File: src/rtl/cfsig_pkg.sv
package cfsig_pkg;
  localparam int WORD_W = 32;
  localparam int SIG_W  = 16;
  localparam logic [SIG_W-1:0] SIG_POLY = 16'h1021;
  localparam logic [SIG_W-1:0] SIG_SEED = 16'hFFFF;
endpackage

File: src/rtl/cfsig_fold.sv
module cfsig_fold
  import cfsig_pkg::*;
#(
  parameter int DW = WORD_W,
  parameter int SW = SIG_W,
  parameter logic [SW-1:0] POLY = SIG_POLY
) (
  input  logic [SW-1:0] sig_in,
  input  logic [DW-1:0] data,
  output logic [SW-1:0] sig_out
);
  logic [SW-1:0] stage [DW+1];
  assign stage[0] = sig_in;
  for (genvar i = 0; i < DW; i++) begin : g_bit
    logic fb;
    assign fb = stage[i][SW-1] ^ data[DW-1-i];
    assign stage[i+1] = {stage[i][SW-2:0], 1'b0} ^ (fb ? POLY : '0);
  end
  assign sig_out = stage[DW];
endmodule

File: src/rtl/cfsig_len_guard.sv
module cfsig_len_guard #(
  parameter int LEN_W = 8
) (
  input  logic             clk,
  input  logic             rst_n,
  input  logic             fold_req,
  input  logic             blk_close,
  input  logic [LEN_W-1:0] max_len,
  output logic             overrun
);
  logic [LEN_W-1:0] cnt_q;

  assign overrun = fold_req && (cnt_q >= max_len);

  always_ff @(posedge clk or negedge rst_n) begin
    if (!rst_n)                   cnt_q <= '0;
    else if (blk_close || overrun) cnt_q <= '0;
    else if (fold_req)             cnt_q <= cnt_q + 1'b1;
  end

  p_len_step_r7: assert property (@(posedge clk) disable iff (!rst_n)
    (fold_req && !overrun && !blk_close) |=> cnt_q == $past(cnt_q) + 1'b1);
  p_len_restart_r8: assert property (@(posedge clk) disable iff (!rst_n)
    (blk_close || overrun) |=> cnt_q == '0);
endmodule

File: src/rtl/cfsig_err_track.sv
module cfsig_err_track #(
  parameter int CNT_W = 8
) (
  input  logic             clk,
  input  logic             rst_n,
  input  logic             fail,
  output logic             pulse,
  output logic             sticky,
  output logic [CNT_W-1:0] count
);
  localparam logic [CNT_W-1:0] CNT_MAX = '1;

  always_ff @(posedge clk or negedge rst_n) begin
    if (!rst_n) begin
      pulse  <= 1'b0;
      sticky <= 1'b0;
      count  <= '0;
    end else begin
      pulse <= fail;
      if (fail) sticky <= 1'b1;
      if (fail && count != CNT_MAX) count <= count + 1'b1;
    end
  end

  p_sticky_holds_r5: assert property (@(posedge clk) disable iff (!rst_n)
    sticky |=> sticky);
  p_pulse_sets_flag_r5: assert property (@(posedge clk) disable iff (!rst_n)
    pulse |-> sticky);
  p_count_sat_r6: assert property (@(posedge clk) disable iff (!rst_n)
    (count == CNT_MAX) |=> (count == CNT_MAX));
  p_count_quiet_r6: assert property (@(posedge clk) disable iff (!rst_n)
    !fail |=> $stable(count));
endmodule

File: src/rtl/cfsig_monitor.sv
module cfsig_monitor
  import cfsig_pkg::*;
#(
  parameter int LEN_W = 8,
  parameter int CNT_W = 8
) (
  input  logic              clk,
  input  logic              rst_n,
  input  logic              fetch_valid,
  output logic              fetch_ready,
  input  logic [WORD_W-1:0] fetch_word,
  input  logic              fetch_end,
  input  logic [SIG_W-1:0]  fetch_ref,
  input  logic [LEN_W-1:0]  max_len,
  output logic              err_pulse,
  output logic              err_sticky,
  output logic [CNT_W-1:0]  err_count
);
  logic              fold_req, blk_close, overrun, mismatch;
  logic [SIG_W-1:0]  sig_q, sig_next;
  logic              rdy_q;

  always_ff @(posedge clk or negedge rst_n) begin
    if (!rst_n) rdy_q <= 1'b0;
    else        rdy_q <= 1'b1;
  end
  assign fetch_ready = rdy_q || rst_n;

  assign fold_req  = fetch_valid && !fetch_end;
  assign blk_close = fetch_valid && fetch_end;
  assign mismatch  = blk_close && (fetch_ref != sig_q);

  cfsig_fold #(.DW(WORD_W), .SW(SIG_W), .POLY(SIG_POLY)) u_fold (
    .sig_in (sig_q),
    .data   (fetch_word),
    .sig_out(sig_next)
  );

  cfsig_len_guard #(.LEN_W(LEN_W)) u_len (
    .clk      (clk),
    .rst_n    (rst_n),
    .fold_req (fold_req),
    .blk_close(blk_close),
    .max_len  (max_len),
    .overrun  (overrun)
  );

  always_ff @(posedge clk or negedge rst_n) begin
    if (!rst_n)                    sig_q <= SIG_SEED;
    else if (blk_close || overrun) sig_q <= SIG_SEED;
    else if (fold_req)             sig_q <= sig_next;
  end

  cfsig_err_track #(.CNT_W(CNT_W)) u_err (
    .clk   (clk),
    .rst_n (rst_n),
    .fail  (mismatch || overrun),
    .pulse (err_pulse),
    .sticky(err_sticky),
    .count (err_count)
  );

  p_idle_no_pulse_r9: assert property (@(posedge clk) disable iff (!rst_n)
    !fetch_valid |=> !err_pulse);
  p_match_clean_r3: assert property (@(posedge clk) disable iff (!rst_n)
    (blk_close && fetch_ref == sig_q) |=> !err_pulse);
  p_close_reseed_r3: assert property (@(posedge clk) disable iff (!rst_n)
    blk_close |=> sig_q == SIG_SEED);
  p_ready_high_r9: assert property (@(posedge clk) disable iff (!rst_n)
    fetch_ready);
endmodule

File: config.mk
export PLATFORM = sky130hd
export DESIGN_NAME = cfsig_monitor
export DESIGN_NICKNAME = d
export VERILOG_FILES = /design/src/rtl/cfsig_pkg.sv /design/src/rtl/cfsig_fold.sv /design/src/rtl/cfsig_len_guard.sv /design/src/rtl/cfsig_err_track.sv /design/src/rtl/cfsig_monitor.sv
export SDC_FILE = /design/constraint.sdc
export NUM_CORES = 1
export LEC_CHECK = 0
export BUFFER_PORTS_ARGS = -buffer_cell sky130_fd_sc_hd__buf_4
export CAP_MARGIN = 20
export CORE_UTILIZATION = 61
export CTS_BUF_LIST = sky130_fd_sc_hd__clkbuf_4 sky130_fd_sc_hd__clkbuf_8
export CTS_CLUSTER_DIAMETER = 100
export CTS_CLUSTER_SIZE = 24
export DETAILED_ROUTE_END_ITERATION = 10
export PLACE_DENSITY = 0.89
export RECOVER_POWER = 25
export SYNTH_ARGS = -nofsm -noshare
export SYNTH_HDL_FRONTEND = slang
export SYNTH_SLANG_ARGS = --single-unit
File: constraint.sdc
create_clock -name clk -period 5.6 [get_ports clk]
set_clock_uncertainty 0.1 [all_clocks]
set_input_delay 0.84 -clock clk [delete_from_list [all_inputs] [get_ports clk]]
set_output_delay 0.84 -clock clk [all_outputs]
set_load 0.01 [all_outputs]
==> flow_metrics.env, run 1 <==
export IMPL_status="complete, but fails checks"
export IMPL_violations="max-capacitance violations, max-slew violations"
export IMPL_cts_tree="done"
export IMPL_ios=71
export IMPL_hold_path_class="reg2reg"
export IMPL_slowest_stage="clkbuf_1"
export IMPL_cpPeakStageDelay_ns=1.30
export IMPL_synthToLayoutAreaGrowth_pct=22.0
export IMPL_rsz0062_at_grt="no"
export IMPL_fin_nets=416
export IMPL_syn_area_um2=3040
export IMPL_cts_hold_buf=0
export IMPL_avgRoutedWirePerCell_um=16.7
export IMPL_tns_ns=0
export IMPL_multiInputGateArea_um2=2090
export IMPL_routed_wl_um=6920
export IMPL_place_hpwl_um=5360
export IMPL_layout_drive_gt1_share_pct=33.1
export IMPL_crit_arrival_ns=2.56
export IMPL_root_buffer="clkbuf_8"
export IMPL_setup_viol=0
export IMPL_seq_area_um2=896
export IMPL_period_share_pct=62.5
export IMPL_clock_fmax_ghz=0.286
export IMPL_postSynthCellCount=274
export IMPL_core_area_um2=4750
export IMPL_max_cap_violations=1
export IMPL_synth_ff_type="dfrtp_1"
export IMPL_ys_ff_latch=35
export IMPL_antenna_found_initial=0
export IMPL_ant_nets=0
export IMPL_io_buffers=70
export IMPL_grt_pass1_wl_um=10800
export IMPL_yosysSeqAreaShare_pct=29.4
export IMPL_cts_buffer_depth=2
export IMPL_route_detailed_drc=0
export IMPL_fin_hold_ws_ns=0.388
export IMPL_hold_violations=0
export IMPL_cts_made_buffers=5
export IMPL_viasPerCell=5.37
export IMPL_diodes=0
export IMPL_track_usage_pct=28.1
export IMPL_path_max_fanout=36
export IMPL_slew_violations=37
export IMPL_slew_headroom_pct=-23.1
export IMPL_yosysWarnings=0
export IMPL_grt_max_degree=37
export IMPL_start_kind="input pin"
export IMPL_cts_resized=0
export IMPL_post_synth_top_area_fraction_pct=17.8
export IMPL_initial_core_util_pct=64.0
export IMPL_clkLatencyLatePin_ns=0.29
export IMPL_grt_pass1_vias=2221
export IMPL_clkSinkCount=35
export IMPL_postSynthAreaPerCell_um2=11.1
export IMPL_fill_cells=342
export IMPL_drt_pass1_iter_count=4
export IMPL_finalCriticalPeriod_ns=3.50
export IMPL_placementRows=25
export IMPL_max_slew_worst_pin_slew_ns=1.85
export IMPL_critPathCaptureType="output port"
export IMPL_synthTopCellsByArea="xnor2_1 (18%), dfrtp_1 (16%), dfstp_2 (14%)"
export IMPL_die_area_um2=5280
export IMPL_path_clk_slew_ns=0.06
export IMPL_via_count=2223
export IMPL_synth_edff_count=0
export IMPL_crit_chain="clkbuf_1 > or2_2 > buf_4"
export IMPL_cts_setup_buffers=0
export IMPL_die_y_um=72.6
export IMPL_overflow=0
export IMPL_yosys_area_top_type="xnor2_1"
export IMPL_path_class="in2out"
export IMPL_first_iter_violations=146
export IMPL_async_reset_ff_share_pct=100
export IMPL_crit_required_ns=4.66
export IMPL_chipWidth_um=72.6
export IMPL_htree_levels=2
export IMPL_synth_fp_nets=344
export IMPL_gp_congestion=0.923
export IMPL_ys_types=40
final cells by class:
cell class,count,area share [%]
clock buffers,5,1.85
clock inverters,3,0.404
inverters,11,1.11
multi-input cells,223,56.2
flip-flops and latches,35,24.1
well taps,67,2.26
repair buffers,70,14.0
state kept, by name (all words and copies together) (netlist names):
register,flops
u_err.pulse,1
rdy_q,1
u_len.cnt_q,8
u_err.count,8
u_err.sticky,1
sig_q,16
layer usage:
metal | vias up | routed length, um | share of wire (%) | track usage, %
met1 | 1062 | 2960 | 43 | 38.3
met5 | - | 0 | 0 | 0
met2 | 81 | 3460 | 50 | 46.7
met3 | 7 | 429 | 6.2 | 5.80
li1 | 1073 | - | - | -
met4 | 0 | 66 | 0.95 | 6.32
cells in the final DEF, fill, tap and decap left out, types with 2 or more instances in the layout:
cell / Yosys / layout
xnor3_2: 5 / 5
xnor3_1: 11 / 11
nand4_1: 5 / 5
xor3_1: 2 / 2
dfrtp_1: 19 / 19
nor2_1: 20 / 20
o21ai_0: 5 / 5
ha_1: 10 / 10
xnor2_4: 3 / 3
dfstp_2: 16 / 16
nor3_1: 2 / 2
and3_1: 6 / 6
a31oi_1: 5 / 5
xor2_1: 24 / 24
buf_4: 0 / 69
or2_2: 2 / 2
o22a_1: 3 / 3
xnor2_2: 9 / 9
xnor2_1: 62 / 62
a21oi_1: 11 / 11
a21o_1: 5 / 5
clkinv_2: 0 / 3
nand2_1: 6 / 6
inv_1: 11 / 11
nand3_1: 11 / 11
clkbuf_8: 0 / 5
cells in the mapped netlist, types with 6 or more instances:
| library cell | instances |
|---|---|
| xnor2_1 | 62 |
| xor2_1 | 24 |
| nor2_1 | 20 |
| dfrtp_1 | 19 |
| dfstp_2 | 16 |
| a21oi_1 | 11 |
| inv_1 | 11 |
| nand3_1 | 11 |
| xnor3_1 | 11 |
| ha_1 | 10 |
| xnor2_2 | 9 |
| and3_1 | 6 |
| nand2_1 | 6 |
kinds of logic (layout without fill, tap and decap cells):
family                     Yosys count  in the layout  synth area share [%]
xor gates and xnor gates           118            118                  47.2
and+or+nand+nor                     59             59                  9.66
DFF                                 35             35                  29.4
AOI/OAI and AO/OA                   34             34                  7.11
buffers and inverters               16             89                  1.97
adders and majority gates           10             10                  4.11
other                                1              1                 0.123
muxes                                1              1                 0.370
worst max-delay path, delay by kind of cell:
family                 cells  cell delay [ns]
and+or+nand+nor            1             0.29
buffers and inverters      2             1.42
final timing paths:
kind,start,end,slack (ns),cells past startpoint
setup / recovery,rst_n,fetch_ready,2.10,3
hold / removal,u_err.sticky,u_err.sticky,0.39,1
setup reg to reg,sig_q[15],sig_q[12],2.55,7
hold reg to reg,u_err.sticky,u_err.sticky,0.39,1
max in group asynchronous,rst_n,u_err.count[2],3.40,1
min in group asynchronous,rst_n,u_err.count[4],0.94,1
through the flow:
step / instance area, um2 / utilization [%] / setup slack (ns) / instances
2_1_floorplan: 3040 / - / 2.54 / 274
3_3_place_gp: 3630 / 76.4 / 2.17 / 406
3_5_place_dp: 3630 / 76.4 / 2.18 / 406
4_1_cts: 3720 / 78.2 / 2.45 / 414
5_1_grt: 3710 / 78.1 / 1.78 / 414
6_report: 3710 / 78.1 / 2.10 / 414
Power of run 1 is not shown: default switching activity piles up to over one toggle a cycle in this logic, so the estimate is an artifact.
==> run 2, diff against run 1 <==
Settings changed: CORE_UTILIZATION 61 to 51, PLACE_DENSITY 0.89 to 0.79.
Clock period 5.6 ns to 2.9 ns, I/O delays scaled along.
==> flow_metrics.env, run 2 (same netlist as run 1, synthesis figures left out) <==
export IMPL_rsz0062_at_grt="yes"
export IMPL_route_detailed_drc=0
export IMPL_ios=71
export IMPL_violations="negative hold slack, negative setup slack"
export IMPL_place_hpwl_um=5710
export IMPL_final_instance_count_excl_fill=438
export IMPL_post_place_ws_ns=-0.0586
export IMPL_max_cap_violations=0
export IMPL_die_area_um2=6280
export IMPL_chipWidth_um=79.3
export IMPL_via_count=2317
export IMPL_path_max_fanout=3
export IMPL_clkLatencyLatePin_ns=0.29
export IMPL_overflow=0
export IMPL_clock_fmax_ghz=0.341
export IMPL_hold_path_class="in2async"
export IMPL_diodes=0
export IMPL_fin_area_um2=3960
export IMPL_fin_hold_ws_ns=-0.00536
export IMPL_final_cell_mix="buf_4 (89), xnor2_1 (62), nor2_1 (20), xor2_1 (20), dfrtp_1 (19)"
export IMPL_finalCriticalPeriod_ns=2.93
export IMPL_antenna_found_initial=0
export IMPL_cts_buffer_depth=2
export IMPL_path_clk_slew_ns=0.08
export IMPL_slew_violations=0
export IMPL_dp_cells=425
export IMPL_cp_common_cell="xnor3_1"
export IMPL_critPathCaptureType="register"
export IMPL_routed_wl_um=7490
export IMPL_layout_drive_gt1_share_pct=38.3
export IMPL_crit_required_ns=3.00
export IMPL_ant_nets=0
export IMPL_hold_violations=9
export IMPL_placementRows=27
export IMPL_period_share_pct=101
export IMPL_fin_nets=435
export IMPL_avgRoutedWirePerCell_um=17.1
export IMPL_initial_core_util_pct=54.0
export IMPL_drt_pass1_iter_count=4
export IMPL_die_y_um=79.3
export IMPL_setup_viol=2
export IMPL_cts_made_buffers=5
export IMPL_slowest_stage="dfstp_2"
export IMPL_place_area_um2=3750
export IMPL_grt_max_degree=37
export IMPL_core_area_um2=5640
export IMPL_track_usage_pct=23.8
export IMPL_grt_pass1_vias=2221
export IMPL_tns_ns=-0.0463
export IMPL_start_kind="register"
export IMPL_reg_top3="sig_q x16, u_err.count x8, u_len.cnt_q x8"
export IMPL_status="complete, but fails checks"
export IMPL_io_buffers=70
export IMPL_layout_commonest_cell="buf_4"
export IMPL_first_iter_violations=114
export IMPL_crit_arrival_ns=3.03
export IMPL_post_route_worst_setup_slack_ns=-0.0290
export IMPL_largest_reg_flops=16
export IMPL_max_slew_worst_pin_slew_ns=0.534
export IMPL_slew_headroom_pct=64.1
export IMPL_synthToLayoutAreaGrowth_pct=29.9
export IMPL_viasPerCell=5.29
export IMPL_path_class="reg2reg"
export IMPL_crit_chain="xnor2_1 > xnor3_2 > xnor3_1 > xor2_2 > xnor2_2 > xnor3_1 > a31oi_1"
export IMPL_htree_levels=2
export IMPL_clkSinkCount=35
export IMPL_largest_register="sig_q"
export IMPL_cpPeakStageDelay_ns=0.61
export IMPL_gp_congestion=0.908
export IMPL_root_buffer="clkbuf_8"
export IMPL_grt_pass1_wl_um=11200
export IMPL_cts_tree="done"
==> run 2: through the flow <==
| step | hold slack, ns | util, % |
|---|---|---|
| 2_1_floorplan | 0.0394 | - |
| 3_3_place_gp | 0.316 | 66.4 |
| 3_5_place_dp | 0.316 | 66.4 |
| 4_1_cts | 0.00515 | 68.8 |
| 5_1_grt | 0.0120 | 70.1 |
| 6_report | -0.00536 | 70.1 |
==> run 2: path summary, 6_finish.rpt <==
kind / from / endpoint / slack (ns) / cells past startpoint
worst min-delay path: rst_n / u_err.pulse / -0.005 / 1
worst max register to register: sig_q[4] / sig_q[12] / -0.03 / 7
worst min register to register: u_err.sticky / u_err.sticky / 0.38 / 1
max in group asynchronous: rst_n / sig_q[2] / 2.35 / 1
min in group clk: u_err.sticky / u_err.sticky / 0.38 / 1
worst max-delay path: sig_q[4] / sig_q[12] / -0.03 / 7
==> run 2: final cells by class <==
type                    count  area [um2]
inverters                  11        41.3
flip-flops and latches     35         896
clock buffers               7        90.1
well taps                  72        90.1
repair buffers             89         668
clock inverters             1        5.00
multi-input cells         223        2160
fillers                   430        1690
==> run 2: worst max-delay path, delay by kind of cell (launching register included) <==
family / cells / cell delay, ns
flip-flops: 1 / 0.61
AO/OA/AOI/OAI: 1 / 0.20
XOR/XNOR: 6 / 1.93
==> run 2: metal layers <==
layer	share of wire (%)	up-vias	track usage, %
met5	0	-	0
met4	2.0	0	6.36
met3	7.2	13	4.60
met2	49	93	38.9
met1	42	1108	32.4
li1	-	1103	-
==> run 2: timing repair <==
action,in CTS,in global routing
hold buffers,0,0
gates resized for setup,3,6
endpoints found under the setup margin,2,3
pin swaps,3,8
buffers inserted,1,4
Power of run 2 is left out for the same reason.
